$ cat config.mk
export PLATFORM = sky130hd
export DESIGN_NAME = vertex_walker
export DESIGN_NICKNAME = d
export VERILOG_FILES = /design/src/rtl/vertex_walker_pkg.sv /design/src/rtl/grid_walker.sv /design/src/rtl/insn_budget.sv /design/src/rtl/pair_writer.sv /design/src/rtl/vertex_walker.sv
export SDC_FILE = /design/constraint.sdc
export NUM_CORES = 1
export LEC_CHECK = 0
export BUFFER_PORTS_ARGS = -buffer_cell sky130_fd_sc_hd__clkbuf_2
export CORE_MARGIN = 2
export CORE_UTILIZATION = 55
export CTS_CLUSTER_SIZE = 12
export DETAILED_ROUTE_END_ITERATION = 7
export HOLD_SLACK_MARGIN = 0.06
export PLACE_DENSITY = 0.8
export SYNTH_ARGS = -nofsm -noshare
export SYNTH_HDL_FRONTEND = slang
export SYNTH_SLANG_ARGS = --single-unit
$ cat constraint.sdc
create_clock -name clk -period 6.7 [get_ports clk]
set_input_delay 1.34 -clock clk [delete_from_list [all_inputs] [get_ports clk]]
set_output_delay 1.34 -clock clk [all_outputs]
set_load 0.01 [all_outputs]
$ cat src/rtl/vertex_walker_pkg.sv
package vertex_walker_pkg;

    typedef enum logic [2:0] {
        ST_IDLE,
        ST_LAUNCH,
        ST_RUN,
        ST_WRITE,
        ST_STEP
    } walk_state_t;

    typedef struct packed {
        logic [31:0] first;
        logic [31:0] second;
    } word_pair_t;

    function automatic logic [31:0] swap_bytes(input logic [31:0] w);
        return {w[7:0], w[15:8], w[23:16], w[31:24]};
    endfunction

endpackage

$ cat src/rtl/grid_walker.sv
module grid_walker #(
    parameter int COORD_W = 8
) (
    input  logic               clk,
    input  logic               rst,
    input  logic               clear,
    input  logic               advance,
    input  logic [COORD_W-1:0] hlast,
    input  logic [COORD_W-1:0] vlast,
    output logic [COORD_W-1:0] gx,
    output logic [COORD_W-1:0] gy,
    output logic               at_last
);
    assign at_last = (gx == hlast) && (gy == vlast);

    always_ff @(posedge clk) begin
        if (rst || clear) begin
            gx <= '0;
            gy <= '0;
        end else if (advance) begin
            if (gx == hlast) begin
                gx <= '0;
                gy <= gy + COORD_W'(1);
            end else begin
                gx <= gx + COORD_W'(1);
            end
        end
    end
endmodule

$ cat src/rtl/insn_budget.sv
module insn_budget #(
    parameter int BUDGET = 2048
) (
    input  logic clk,
    input  logic rst,
    input  logic clear,
    input  logic step,
    output logic spent
);
    localparam int CW = (BUDGET > 1) ? $clog2(BUDGET) : 1;

    logic [CW-1:0] used;

    assign spent = step && (used == CW'(BUDGET - 1));

    always_ff @(posedge clk) begin
        if (rst || clear)
            used <= '0;
        else if (step && !spent)
            used <= used + CW'(1);
    end
endmodule

$ cat src/rtl/pair_writer.sv
module pair_writer
    import vertex_walker_pkg::*;
#(
    parameter int ADDR_W = 32
) (
    input  logic              clk,
    input  logic              rst,
    input  logic              go,
    input  logic [ADDR_W-1:0] slot_addr,
    input  word_pair_t        words,
    input  logic              ack,
    output logic              req,
    output logic [ADDR_W-1:0] addr,
    output logic [31:0]       data,
    output logic              done
);
    logic              pend;
    logic              phase;
    logic [ADDR_W-1:0] slot_q;
    word_pair_t        words_q;

    assign req  = pend;
    assign addr = phase ? slot_q + ADDR_W'(4) : slot_q;
    assign data = swap_bytes(phase ? words_q.second : words_q.first);
    assign done = pend && ack && phase;

    always_ff @(posedge clk) begin
        if (rst) begin
            pend    <= 1'b0;
            phase   <= 1'b0;
            slot_q  <= '0;
            words_q <= '0;
        end else if (go) begin
            pend    <= 1'b1;
            phase   <= 1'b0;
            slot_q  <= slot_addr;
            words_q <= words;
        end else if (pend && ack) begin
            if (phase) begin
                pend  <= 1'b0;
                phase <= 1'b0;
            end else begin
                phase <= 1'b1;
            end
        end
    end

    AST_SECOND_FOLLOWS: assert property (@(posedge clk) disable iff (rst)
        (req && ack && !phase) |=> (req && addr == $past(addr) + ADDR_W'(4)));
endmodule

$ cat src/rtl/vertex_walker.sv
module vertex_walker
    import vertex_walker_pkg::*;
#(
    parameter int ADDR_W      = 32,
    parameter int COORD_W     = 8,
    parameter int INSN_BUDGET = 2048,
    parameter int ROW_PITCH   = 128,
    parameter int ENTRY_BYTES = 8,
    localparam int VCNT_W     = 2 * COORD_W + 1
) (
    input  logic               clk,
    input  logic               rst,
    input  logic               ctl_wr,
    input  logic [31:0]        ctl_wdata,
    input  logic [ADDR_W-1:0]  cfg_base,
    input  logic [COORD_W-1:0] cfg_hlast,
    input  logic [COORD_W-1:0] cfg_vlast,
    output logic               busy,
    output logic               irq,
    output logic [VCNT_W-1:0]  vertex_count,
    output logic [ADDR_W-1:0]  last_dma,
    output logic               vtx_launch,
    output logic [COORD_W-1:0] vtx_x,
    output logic [COORD_W-1:0] vtx_y,
    input  logic               prog_step,
    input  logic               prog_vout,
    input  logic [31:0]        prog_word_a,
    input  logic [31:0]        prog_word_b,
    output logic               mem_req,
    output logic [ADDR_W-1:0]  mem_addr,
    output logic [31:0]        mem_data,
    input  logic               mem_ack
);
    localparam int ROW_SH = $clog2(ROW_PITCH * ENTRY_BYTES);
    localparam int COL_SH = $clog2(ENTRY_BYTES);

    walk_state_t        state;
    logic [ADDR_W-1:0]  base_q;
    logic [COORD_W-1:0] hlast_q, vlast_q;
    logic [COORD_W-1:0] gx, gy;
    logic               at_last;
    logic               start_fire, advance, budget_hit, wr_go, wr_done;
    logic [ADDR_W-1:0]  slot_addr;
    word_pair_t         words;

    assign start_fire = (state == ST_IDLE) && ctl_wr && ctl_wdata[0];
    assign advance    = (state == ST_STEP) && !at_last;
    assign wr_go      = (state == ST_RUN) && prog_vout;
    assign vtx_launch = (state == ST_LAUNCH);
    assign vtx_x      = gx;
    assign vtx_y      = gy;
    assign slot_addr  = base_q + (ADDR_W'(gy) << ROW_SH) + (ADDR_W'(gx) << COL_SH);
    assign words      = '{first: prog_word_a, second: prog_word_b};

    grid_walker #(.COORD_W(COORD_W)) u_grid (
        .clk(clk), .rst(rst), .clear(start_fire), .advance(advance),
        .hlast(hlast_q), .vlast(vlast_q), .gx(gx), .gy(gy), .at_last(at_last)
    );

    insn_budget #(.BUDGET(INSN_BUDGET)) u_budget (
        .clk(clk), .rst(rst), .clear(vtx_launch),
        .step(prog_step && state == ST_RUN), .spent(budget_hit)
    );

    pair_writer #(.ADDR_W(ADDR_W)) u_writer (
        .clk(clk), .rst(rst), .go(wr_go), .slot_addr(slot_addr), .words(words),
        .ack(mem_ack), .req(mem_req), .addr(mem_addr), .data(mem_data),
        .done(wr_done)
    );

    always_ff @(posedge clk) begin
        if (rst) begin
            state        <= ST_IDLE;
            busy         <= 1'b0;
            irq          <= 1'b0;
            base_q       <= '0;
            hlast_q      <= '0;
            vlast_q      <= '0;
            vertex_count <= '0;
            last_dma     <= '0;
        end else begin
            irq <= 1'b0;
            unique case (state)
                ST_IDLE: if (start_fire) begin
                    base_q  <= cfg_base;
                    hlast_q <= cfg_hlast;
                    vlast_q <= cfg_vlast;
                    busy    <= 1'b1;
                    state   <= ST_LAUNCH;
                end
                ST_LAUNCH: state <= ST_RUN;
                ST_RUN: begin
                    if (prog_vout)
                        state <= ST_WRITE;
                    else if (budget_hit)
                        state <= ST_STEP;
                end
                ST_WRITE: if (wr_done) begin
                    last_dma <= mem_addr;
                    state    <= ST_STEP;
                end
                ST_STEP: begin
                    if (at_last) begin
                        vertex_count <= (VCNT_W'(hlast_q) + VCNT_W'(1))
                                      * (VCNT_W'(vlast_q) + VCNT_W'(1));
                        busy  <= 1'b0;
                        irq   <= 1'b1;
                        state <= ST_IDLE;
                    end else begin
                        state <= ST_LAUNCH;
                    end
                end
                default: state <= ST_IDLE;
            endcase
        end
    end

    AST_IRQ_SINGLE: assert property (@(posedge clk) disable iff (rst)
        irq |=> !irq);
    AST_BUSY_DROP_WITH_IRQ: assert property (@(posedge clk) disable iff (rst)
        $fell(busy) |-> irq);
    AST_REQ_HELD: assert property (@(posedge clk) disable iff (rst)
        (mem_req && !mem_ack) |=> (mem_req && $stable(mem_addr) && $stable(mem_data)));
    AST_NO_LAUNCH_PENDING: assert property (@(posedge clk) disable iff (rst)
        vtx_launch |-> !mem_req);
    AST_BUDGET_DROP: assert property (@(posedge clk) disable iff (rst)
        (state == ST_RUN && budget_hit && !prog_vout) |=> !mem_req);
endmodule

==> summary.md <==
| Metric | Value |
|---|---|
| Total CTS buffers | `26` |
| Mapped Avg Cell Area | `8.17 sq um` |
| Core area | `about 0.023 sq mm` |
| Post-CTS Setup Bufs | `0` |
| Compound-cell area share of the yosys netlist | `12.6%` |
| Root Driver | `clkbuf_16` |
| Area growth syn-to-layout | `17.6%` |
| Via density | `roughly 5.5` |
| CP Max Fanout | `14` |
| CP delay by family, top | `adder cells` |
| Min Tclk post-route | `6150 ps` |
| Port buffer count | `251` |
| Antenna Cells | `0` |
| DP HPWL | `24800 um` |
| CTS tree | `built` |
| Clk buf depth | `3` |
| Final Hold Viols | `0` |
| Post-synth EDFFs | `0` |
| CP arrival | `~6600 ps` |
| Vias in the first global route | `around 11000` |
| F_max | `163 MHz` |
| Initial Utilization | `between 50 and 60%` |
| Clock sink count | `227` |
| Clk Latency, worst-skew pair | `between 500 and 600 ps` |
| Die W | `between 150 and 200 um` |
| Period utilisation layout | `between 90% and 100%` |
| DRC | `0` |
| IO Pins | `~280` |
| GRT overflow | `0` |
| Setup_tns | `0 ps` |
| Pwr dens | `249 mW/mm^2` |
| First-pass GRT wire length | `roughly 54000 um` |
| 1st-pass router iterations | `8` |
| Crit-path cells | `ha_1 -> nand2_1 -> nor2_1 -> xnor2_1 -> nor2_1 -> fa_1 -> fa_1 -> fa_1 -> inv_1 -> fa_1 -> inv_1 -> ha_1 -> or4_1 -> o21ai_0 -> a31oi_1 -> a221o_1 -> a21o_1 -> xor2_1 -> a21o_1` |
| Hold Buf Count CTS | `0` |
| Reg2reg start | `vlast_q[0]` |
| Post-Synth XOR/XNOR Area | `7.54%` |
| Slowest cell on crit path | `dfxtp_1` |
| Syn nets | `about 1900` |
| Initial antenna violation count | `0` |
| Worst Path Buf+Inv | `2` |
| Netlist cell types | `64` |
| Critical Path Max Stage Delay | `740 ps` |
| Share of cells above drive strength 1 | `around 20%` |
| Die Y | `around 160 um` |
| Sequential share of the synthesized area | `between 30% and 40%` |
| Synth Warn # | `0` |
| Pleak | `between 6 and 7 nW` |
| Fillers | `2014` |
| Post-route ant nets | `0` |
| Largest net degree at the start of global routing | `109` |
| RSZ-0062 raised after global routing | `false` |
| Largest family of logic cells by synthesized area | `simple AND/OR/NAND/NOR gates` |
| Setup CP Type | `reg2reg` |
| GPL Wtd Cong | `about 0.94` |
| Final setup fails | `0` |
| Worst path required time | `about 7100 ps` |
| Slew headroom | `about a quarter` |
| Worst-path clk slew | `60 ps` |
| Total wire length | `approximately 34000 um` |
| CP dominant cell by count | `fa_1` |
| Inst Count DP | `around 2100` |
| Slew Viols, Final | `0` |
| Htree depth | `1` |
| Synth Area in Adders | `14.5%` |
| Resized cells post-CTS | `0` |
| Status | `complete, no violations` |
| Top FF cell, synth | `dfxtp_1` |
| Simple-Gate Fraction of Synth Area | `around a fifth` |
| DR iter-0 viols | `819` |
| Crit. Startpoint | `vlast_q[0]` |
| Final Non-Filler Cells | `2151` |
| GRT Total Usage | `between 20% and 30%` |
| MaxCap Viol Count | `0` |
| HP Start | `base_q[2]` |
| CP Capture Type | `register` |
| Yosys reg bits | `approximately 230` |
| Via count | `between 10000 and 15000` |
| FP Rows | `56` |
| Cell area after synthesis | `about 0.013 sq mm` |
| Die ar. | `approximately 0.025 sq mm` |
| Worst VDD drop | `~0.27 mV` |
| Worst min-delay path class | `reg2reg` |
| Post-Synthesis Cells | `approximately 1600` |
| Setup crit start kind | `register` |
| Clk_skew | `around 16 ps` |
| Async set-or-reset flop fraction in the synthesized netlist | `0%` |
| DR WL/cell | `between 15 and 20 um` |
| Slew @ Worst Pin | `approximately 1100 ps` |
| Multiplexer share of the synthesized area | `between 4 and 5%` |
| Nets | `2087` |
## cell usage in the layout (no fill, tap or decap), types with 19 or more instances in the layout
| master | count |
|---|---|
| clkbuf_2 | 250 |
| xnor2_1 | 52 |
| a21oi_1 | 168 |
| dfxtp_1 | 226 |
| nand2_1 | 322 |
| nor2_1 | 156 |
| clkbuf_16 | 26 |
| xor2_1 | 61 |
| and3_1 | 19 |
| ha_1 | 71 |
| inv_1 | 87 |
| mux2i_1 | 19 |
| o21ai_0 | 34 |
| mux2_2 | 33 |
| nand4_1 | 19 |
| fa_1 | 51 |
| nand3_1 | 34 |
## area by class of cell
type / instances / area (sq um) / share of cell area, %
tap: 319 / 399 / 2.58
sequential: 227 / 4550 / 29.4
clock inverter: 6 / 119 / 0.770
multi-input combinational: 1210 / 7940 / 51.4
clock buffer: 39 / 759 / 4.92
inverter: 87 / 327 / 2.11
timing repair buffer: 263 / 1350 / 8.76
## worst reg2reg max path, delay by kind of cell (launching register included)
| family | cells | cell delay, ps |
|---|---|---|
| adders and majority gates | 6 | 2840 |
| xor gates and xnor gates | 2 | 480 |
| DFF | 1 | 740 |
| AOI/OAI and AO/OA | 5 | 990 |
| buffers and inverters | 2 | 90 |
| and+or+nand+nor | 4 | 890 |
## where the power goes
group | switching, W | internal, W
Clock | 0.000565 | 0.000893
Sequential | 0.000117 | 0.00146
Combinational | 0.000509 | 0.000294
Total | 0.00119 | 0.00265
## state kept, by name, indices dropped and copies added (netlist names)
register	cells
vertex_count	17
last_dma	32
u_grid.gy	8
u_writer.slot_q	32
u_writer.words_q	64
state	3
u_grid.gx	8
base_q	32
vlast_q	8
u_writer.req	1
hlast_q	8
busy	1
u_budget.used	11
irq	1
u_writer.phase	1
## cell usage after synthesis (11+ instances only)
| master | instances | area (sq um) |
|---|---|---|
| mux2_2 | 33 | 372 |
| ha_1 | 71 | 888 |
| inv_1 | 87 | 327 |
| mux2i_1 | 19 | 190 |
| fa_1 | 51 | 1020 |
| nand2b_1 | 15 | 93.8 |
| a21oi_1 | 168 | 841 |
| nand3_1 | 34 | 170 |
| or2_2 | 13 | 81.3 |
| a31oi_1 | 11 | 68.8 |
| dfxtp_1 | 227 | 4540 |
| nand4_1 | 19 | 119 |
| a211oi_1 | 18 | 135 |
| xor2_1 | 61 | 534 |
| o21ai_0 | 34 | 170 |
| nand2_1 | 323 | 1210 |
| and3_1 | 19 | 119 |
| xnor2_1 | 52 | 455 |
| nor2_1 | 157 | 589 |
| clkbuf_1 | 68 | 255 |
## per-layer routing
metal,vias to the layer above,share of wire [%],global-route usage [%]
met2,350,48,45.3
met5,-,0,0
met3,79,7.3,5.36
met4,0,3.1,8.79
li1,5771,-,-
met1,5556,41,33.6
## cell families after synthesis
logic type / count (synthesis)
DFF: 227
AOI/OAI and AO/OA: 283
adders and majority gates: 122
and+or+nand+nor: 640
buffers and inverters: 171
xor gates and xnor gates: 113
muxes: 52
## stage by stage
step	util, %	hold WS (ps)	worst slack (ps)	cell area, sq um	power [W]
finish	65.8	447	551	15400	0.00384
global route	65.8	466	231	15400	0.00402
CTS	65.8	455	627	15400	0.00386
detailed placement	62.1	444	647	14600	0.00240
global placement	62.1	439	767	14600	0.00238
floorplan	-	432	1260	13100	0.00214
## final timing paths
kind                            cells after the start  slack [ps]                 end
worst min register to register                      2         450  u_writer.slot_q[2]
worst min-delay path                                2         450  u_writer.slot_q[2]
worst max-delay path                               19         550    vertex_count[16]
worst max register to register                     19         550    vertex_count[16]
No activity file was read; power rests on OpenSTA's default activity.
